===== config.mk =====
export PLATFORM = sky130hd
export DESIGN_NAME = cop_ldst_seq
export DESIGN_NICKNAME = d
export VERILOG_FILES = /design/src/rtl/cop_ldst_pkg.sv /design/src/rtl/cop_beat_ctr.sv /design/src/rtl/cop_half_regfile.sv /design/src/rtl/cop_ldst_seq.sv
export SDC_FILE = /design/constraint.sdc
export NUM_CORES = 2
export LEC_CHECK = 0
export ABC_AREA = 1
export BUFFER_PORTS_ARGS = -buffer_cell sky130_fd_sc_hd__buf_2
export CAP_MARGIN = 15
export CORE_AREA = 2 2 373 375
export CTS_CLUSTER_SIZE = 25
export DETAILED_ROUTE_END_ITERATION = 12
export DIE_AREA = 0 0 375 377
export PLACE_DENSITY = 0.61
export SLEW_MARGIN = 30
export SYNTH_ARGS = -nofsm -noshare
export SYNTH_HDL_FRONTEND = slang
export SYNTH_SLANG_ARGS = --single-unit
export TNS_END_PERCENT = 1

===== constraint.sdc =====
create_clock -name clk -period 2.23 [get_ports clk]
set_input_delay 0.3345 -clock clk [delete_from_list [all_inputs] [get_ports clk]]
set_output_delay 0.3345 -clock clk [all_outputs]
set_load 0.01 [all_outputs]

===== src/rtl/cop_ldst_pkg.sv =====
package cop_ldst_pkg;
  localparam int WORD_W = 32;
  typedef logic [WORD_W-1:0] word_t;

  // Which half a beat uses: long transfers alternate by beat and endianness,
  // single words go to the upper half only for float format.
  function automatic logic lane_is_upper(input logic long_x, input logic second,
                                         input logic be, input logic flt);
    if (long_x) return be ^ second;
    return flt;
  endfunction

  function automatic word_t sign_fill(input word_t w);
    return {WORD_W{w[WORD_W-1]}};
  endfunction
endpackage


===== src/rtl/cop_beat_ctr.sv =====
module cop_beat_ctr (
  input  logic clk,
  input  logic rst_n,
  input  logic valid,
  input  logic phase,
  input  logic long_x,
  output logic second,
  output logic inc,
  output logic done
);
  logic cnt_q;

  assign second = cnt_q;
  assign inc    = valid & phase & long_x & ~cnt_q;
  assign done   = valid & (~phase | ~long_x | cnt_q);

  always_ff @(posedge clk or negedge rst_n) begin
    if (!rst_n)     cnt_q <= 1'b0;
    else if (valid) cnt_q <= phase & long_x & ~cnt_q;
  end
endmodule


===== src/rtl/cop_half_regfile.sv =====
module cop_half_regfile
  import cop_ldst_pkg::*;
#(
  parameter int NREGS = 16,
  localparam int IDXW = $clog2(NREGS)
) (
  input  logic            clk,
  input  logic            rst_n,
  input  logic [IDXW-1:0] idx,
  input  logic            wr_hi,
  input  logic            wr_lo,
  input  word_t           hi_din,
  input  word_t           lo_din,
  output word_t           hi_dout,
  output word_t           lo_dout
);
  word_t hi_q [NREGS];
  word_t lo_q [NREGS];

  for (genvar g = 0; g < NREGS; g++) begin : g_entry
    logic hit;
    assign hit = (idx == IDXW'(g));
    always_ff @(posedge clk or negedge rst_n) begin
      if (!rst_n) begin
        hi_q[g] <= '0;
        lo_q[g] <= '0;
      end else begin
        if (hit && wr_hi) hi_q[g] <= hi_din;
        if (hit && wr_lo) lo_q[g] <= lo_din;
      end
    end
  end

  assign hi_dout = hi_q[idx];
  assign lo_dout = lo_q[idx];
endmodule


===== src/rtl/cop_ldst_seq.sv =====
module cop_ldst_seq
  import cop_ldst_pkg::*;
#(
  parameter int NREGS    = 16,
  parameter int LONG_BIT = 22,
  parameter int IDX_LSB  = 12,
  localparam int IDXW    = $clog2(NREGS)
) (
  input  logic        clk,
  input  logic        rst_n,
  input  logic        xfer_valid,
  input  logic        data_phase,
  input  logic        is_store,
  input  logic [31:0] instr,
  input  logic        fmt_float,
  input  logic        big_endian,
  input  logic [31:0] ld_data,
  output logic [31:0] st_data,
  output logic        beat_inc,
  output logic        beat_done
);
  logic            long_x, second, upper_sel, beat_live, ld_live, int_single;
  logic            wr_hi, wr_lo;
  logic [IDXW-1:0] idx;
  word_t           hi_din, rd_hi, rd_lo;
  logic            unused_instr;

  assign long_x       = instr[LONG_BIT];
  assign idx          = instr[IDX_LSB +: IDXW];
  assign unused_instr = ^instr;

  cop_beat_ctr u_ctr (
    .clk(clk), .rst_n(rst_n), .valid(xfer_valid), .phase(data_phase),
    .long_x(long_x), .second(second), .inc(beat_inc), .done(beat_done)
  );

  assign upper_sel  = lane_is_upper(long_x, second, big_endian, fmt_float);
  assign beat_live  = xfer_valid & data_phase;
  assign ld_live    = beat_live & ~is_store;
  assign int_single = ~long_x & ~fmt_float;

  assign wr_hi  = ld_live & (upper_sel | int_single);
  assign wr_lo  = ld_live & ~upper_sel;
  assign hi_din = int_single ? sign_fill(ld_data) : ld_data;

  cop_half_regfile #(.NREGS(NREGS)) u_rf (
    .clk(clk), .rst_n(rst_n), .idx(idx), .wr_hi(wr_hi), .wr_lo(wr_lo),
    .hi_din(hi_din), .lo_din(ld_data), .hi_dout(rd_hi), .lo_dout(rd_lo)
  );

  assign st_data = (beat_live & is_store) ? (upper_sel ? rd_hi : rd_lo) : '0;

  AST_ONE_HANDSHAKE: assert property (@(posedge clk) disable iff (!rst_n) !(beat_inc && beat_done));
  AST_SECOND_FINISHES: assert property (@(posedge clk) disable iff (!rst_n) $past(beat_inc) && beat_live && long_x |-> beat_done);
  AST_NONDATA_DONE: assert property (@(posedge clk) disable iff (!rst_n) xfer_valid && !data_phase |-> beat_done && !wr_hi && !wr_lo);
  AST_RESTART_FIRST: assert property (@(posedge clk) disable iff (!rst_n) $past(xfer_valid && !data_phase) && beat_live && long_x |-> beat_inc);
  AST_IDLE_QUIET: assert property (@(posedge clk) disable iff (!rst_n) !xfer_valid |-> !beat_inc && !beat_done && st_data == '0 && !wr_hi && !wr_lo);
  AST_STORE_NO_WRITE: assert property (@(posedge clk) disable iff (!rst_n) is_store |-> !wr_hi && !wr_lo);
  AST_BOTH_HALVES_SEXT: assert property (@(posedge clk) disable iff (!rst_n) wr_hi && wr_lo |-> hi_din == {32{ld_data[31]}});
endmodule


* Word level (Yosys, flattened, before mapping)
Cells that the tools add are included.
** Word-level totals
- Bits in registers :: 1025
- Logic and storage cells :: 116
** Cells by class
- Magnitude comparators :: 1
- Equal/unequal tests :: 15
- Muxes and demuxes :: 12
- Bitwise operators :: 22
- Reduce and logical (&&, ||, !) cells :: 33
** Operators with widths (number)
- binary-select mux 32 bit (select 4 bit) :: 2
- two-way mux 32 bit :: 6
- == test 4 bit, second input constant :: 8
- logical AND 1 bit :: 32
- two-way mux 31 bit :: 1
- == test 4 x 3 -> 1 bit, second input constant :: 4
- AND 1 bit :: 11
- == test 4 x 2 -> 1 bit, second input constant :: 2
- NOT 1 bit :: 6
- greater-or-equal comparator 5 bit, second input constant :: 1
- NOT 4 -> 5 bit :: 1
- == test 4 x 1 -> 1 bit, second input constant :: 1
- zero test 4 bit :: 1
- two-way mux 1 bit :: 3
- bitwise OR 1 bit :: 3
- XOR 1 bit :: 1

* Longest topological paths before layout
- Word-level depth :: 6
- Gate-level depth with buffers :: 12
- Mapped depth without buffers :: 9

* Cells and area by module
From an unflattened synthesis, not the netlist that was laid out.
** Second synthesis, totals
- Cells, all modules :: 6803
- Area total of the unflattened synthesis :: 49105.8 µm²
** By module, submodules not included
- cop_half_regfile :: times used 1, cells an instance 6532, area each 47919.7 µm², seq. area each 25624.6 µm²
- cop_ldst_seq :: times used 1, cells an instance 261, area each 1118.6 µm², seq. area each 0.0 µm²
- cop_beat_ctr :: times used 1, cells an instance 10, area each 67.6 µm², seq. area each 25.0 µm²

* Worst setup path after synthesis
Ideal clock, no wire load.
- Kind :: input to output
- Start :: input instr[13]
- End :: output st_data[28]
- Arrival :: 1.750 ns
- Required time :: 1.896 ns
- Slack :: 0.146 ns
- Stages on the path :: 11
- Path buffers :: 3
- Cells stage by stage :: buf_2 inv_2 nor2_1 clkbuf_1 clkbuf_1 nand2_1 nand2_1 o21ai_0 nand3_1 nor2_1 nor2_1
** Between the ends
- Longest elaborated chain between the ends :: 6
- Elaborated cells on any way between the ends :: 9
- Those cells by class :: 8 x mux; 1 x bitwise
** RTL lines
- from (decl) :: RTL line cop_ldst_seq.sv:14 : input logic [31:0] instr,
- NOT 4 -> 5 bit (not written as such) * :: RTL line cop_half_regfile.sv:34, cop_half_regfile.sv:35
- binary-select mux 32 bit (select 4 bit) (on tied branches) :: RTL line cop_half_regfile.sv:35, cop_half_regfile.sv:34
- two-way mux 32 bit (on tied branches) (2 in a row) :: RTL line cop_half_regfile.sv:35, cop_half_regfile.sv:34
- two-way mux 32 bit * (2 in a row) :: RTL line cop_ldst_seq.sv:51 : assign st_data = (beat_live & is_store) ? (upper_sel ? rd_hi : rd_lo) : '0;
- to (decl) :: RTL line cop_ldst_seq.sv:18 : output logic [31:0] st_data,
Every way passes the cells marked *; elsewhere a longest branch is shown, timed or not. The select of a mux whose other input is x is not followed.

* Final worst setup path
- Start :: register u_ctr.cnt_q (netlist: u_ctr.second)
- End :: output st_data[7]
** Between the ends
- Longest elaborated chain between the ends :: 5
** RTL lines
- from (decl) :: RTL line cop_beat_ctr.sv:11 : logic cnt_q;
- from (signal assigned) :: RTL line cop_beat_ctr.sv:19 : else if (valid) cnt_q <= phase & long_x & ~cnt_q;
- XOR 1 bit :: RTL line cop_ldst_pkg.sv:9 : if (long_x) return be ^ second;
- two-way mux 1 bit :: RTL line cop_ldst_pkg.sv:9
- two-way mux 1 bit :: RTL line cop_ldst_pkg.sv:10 : return flt;
- two-way mux 32 bit (2 in a row) :: RTL line cop_ldst_seq.sv:51
Every way passes these cells. The select of a mux whose other input is x is not followed.

==> results_dict.tcl <==
set metrics [dict create \
    status "complete, but fails checks" \
    failed_checks "negative setup slack" \
    placed_area_um2 53720 \
    gp_congestion 0.8696 \
    num_rows 136 \
    endpoint_kind "output pin" \
    crit_start "u_ctr.second" \
    cp_num_cells 11 \
    yosys.area_share.simple_pct 32.06 \
    syn-cell-area_um2 47850 \
    drt-initial-drc-count 4300 \
    antenna_found_initial 8 \
    synth_fp_nets 6537 \
    crit_fanout 7 \
    reg2reg_depth 11 \
    worst_pin_slew_ns 0.5843 \
    cts_sinks 1025 \
    worst-path-buf-inv 5 \
    instances_no_fill 8466 \
    synth-compound-area-share_pct 8.988 \
    hold_ws_ns 0.06811 \
    crit_path_frequent_cell "buf_12" \
    wl_per_cell_um 19.26 \
    required_ns 1.90 \
    synth_adder_area_share_pct 0 \
    setup_viol 32 \
    yosysUniqueCellTypes 20 \
    ioPinCount 105 \
    arrival_ns 2.44 \
    r2r-end "u_rf.hi_q[392]" \
    htree_num_levels 3 \
    cts_buffers 106 \
    clock_latency_ns 0.74 \
    area.growth.synth_to_final_pct 20.99 \
    nets 6658 \
    cts_root_buf "clkbuf_16" \
    rrSetupSlack_ns 0.12 \
    crit_path_top_delay_cell "dfrtp_1" \
    ir_drop_mv 0.6547 \
    fin_total_pwr_mw 46.38 \
    cp_slowest_stage_delay_ns 0.39 \
    syn_area_per_cell_um2 7.400 \
    start_util_pct 34.93 \
    p_per_area_nw_per_um2 801.2 \
    ys_ff_latch 1025 \
    drv_cap 0 \
    timing.rr.start "u_ctr.second" \
    ys_seq_area_share_pct 53.61 \
    fin_util_pct 42.26 \
    fin_crit_ns 2.776 \
    endpoint "st_data[7]" \
    grt_max_degree 86 \
    grt_pass1_vias 42200 \
    routed_wirelength_mm 163.1 \
    dr.pass1.iters 6 \
    critPathLaunchType "register" \
    fillers 13540 \
    die_h_um 377 \
    synth_top_family_by_area "simple AND/OR/NAND/NOR gates" \
    post-place-cells 8266 \
    grt-ovfl-total 0 \
    crit_family "buffers and inverters" \
    dp_slack_ns -0.3814 \
    hold_viol 0 \
    leakagePower_nw 29.55 \
    cts_buffer_depth 3 \
    die_area_um2 141400 \
    final.setup.tns_ns -13.81 \
    finClkSkew_ns 0.02369 \
    worstSetupPathType "register to output pin" \
    grt.total_usage_pct 23.00 \
    fin_area_um2 57890 \
    grt_first_pass_wirelength_mm 253.5 \
    vias 43290 \
    worst_slack_ns -0.5456 \
    grt_setup_unrepaired "yes" \
    synth.area.mux_share_pct 0 \
    fp.coreArea_um2 137000 \
    max_slew_margin_pct 61.00 \
    post_synth_xor_area_fraction_pct 0 \
    yosys_warnings 0 \
    dpl.hpwl_mm 100.6 \
    clk_pin_slew_ns 0.07 \
    drc 0 \
    min_path_type "primary input to register" \
    vias_per_cell 5.113 \
    path_cells "nand2_2 > nand3_4 > nand2_8 > clkinv_8 > buf_12 > buf_12 > buf_12 > nand2_1 > o21bai_2 > nor2_2 > buf_2" \
    fin_crit_sh_pct 124.5 \
    drtAntennaViolNets 0 \
    die_w_um 375 \
    portBuffers 77 \
    drive_gt1_share_pct 11.20 \
    drv_slew 0 \
    cts_tree "yes" \
    synthCells 6466 \
    max_freq_mhz 360.3 \
]
## area by class of cell
cell class | count | area (um^2) | area share (%)
antenna | 3 | 7.507 | 0.01297
clock buffer | 157 | 3147 | 5.436
clock inverter | 33 | 484.2 | 0.8364
inverter | 187 | 729.5 | 1.260
multi-input combinational | 4796 | 20070 | 34.67
sequential | 1025 | 25650 | 44.31
tap | 1794 | 2245 | 3.877
timing repair buffer | 471 | 5555 | 9.596
## tightest hold or removal path: cells and delay by family
kind	cells	cell delay, ns
AO/OA/AOI/OAI	1	0.13
buffers and inverters	3	0.28
## layout by cell type (no fill, tap or decap), drive strengths merged
| cell | n |
|---|---|
| nand2 | 3479 |
| dfrtp | 1025 |
| o21ai | 777 |
| buf | 467 |
| nand3 | 228 |
| inv | 185 |
| nor2 | 180 |
| clkbuf | 158 |
| nand4 | 64 |
| a21oi | 33 |
| o21bai | 32 |
| clkinv | 24 |
| bufinv | 11 |
| diode | 3 |
| dlygate4sd3 | 3 |
| or2 | 1 |
| a31oi | 1 |
| nor3 | 1 |
## routing by layer
metal  vias to the layer above  wire, um  global-route usage [%]
li1                      20430         -                       -
met1                     20950     71030                   31.13
met2                      1616     75160                   37.45
met3                       288     12090                   3.710
met4                         6      4759                   7.791
met5                         -        34                       0
## registers in the layout (all words and copies together) (netlist names)
register / flops
u_ctr.second: 1
u_rf.hi_q: 512
u_rf.lo_q: 512
## worst min path at each step
stage                          start              to  slack [ns]  depth (start not counted)
after floorplan                rst_n    u_ctr.second        0.04                          0
after global placement         rst_n  u_rf.hi_q[330]        0.30                          1
after detailed placement       rst_n  u_rf.hi_q[330]        0.29                          1
after CTS                 ld_data[1]  u_rf.lo_q[129]        0.01                          4
after global routing      ld_data[1]   u_rf.lo_q[33]        0.07                          4
final                     ld_data[1]  u_rf.lo_q[129]        0.07                          4
## Yosys cell counts
cell / instances / share of area [%]
clkbuf_1: 326 / 2.6
dfrtp_1: 1025 / 54
a21oi_1: 33 / 0.35
o21ai_1: 351 / 3.7
nand2_1: 3462 / 27
nand2_2: 17 / 0.22
nor3_4: 1 / 0.034
a31oi_1: 1 / 0.013
buf_2: 98 / 1.0
inv_2: 13 / 0.10
clkinv_1: 4 / 0.031
nand3_1: 228 / 2.4
or2_1: 1 / 0.013
o21bai_1: 32 / 0.50
nor2_1: 180 / 1.4
nand4_1: 64 / 0.84
inv_1: 170 / 1.3
o21ai_0: 426 / 4.5
buf_8: 1 / 0.031
buf_1: 33 / 0.26
## repair_timing
item	in CTS	in global routing
setup endpoints to repair	32	32
setup buffers	0	2
hold buffers	3	0
gates cloned	1	1
pin swaps	20	20
resized for setup	64	45
hold endpoints to repair	238	0
## power breakdown
part | switching, mW | total [mW] | internal, mW
sequential | 0.945 | 21.5 | 20.5
combinational | 3.86 | 6.20 | 2.34
clock | 7.69 | 18.7 | 11.0
total | 12.5 | 46.4 | 33.9
## cell families after synthesis
family,after synthesis
simple gates,3953
flops,1025
compound gates,843
buf+inv,645
No activity file was read; power rests on OpenSTA's default activity.
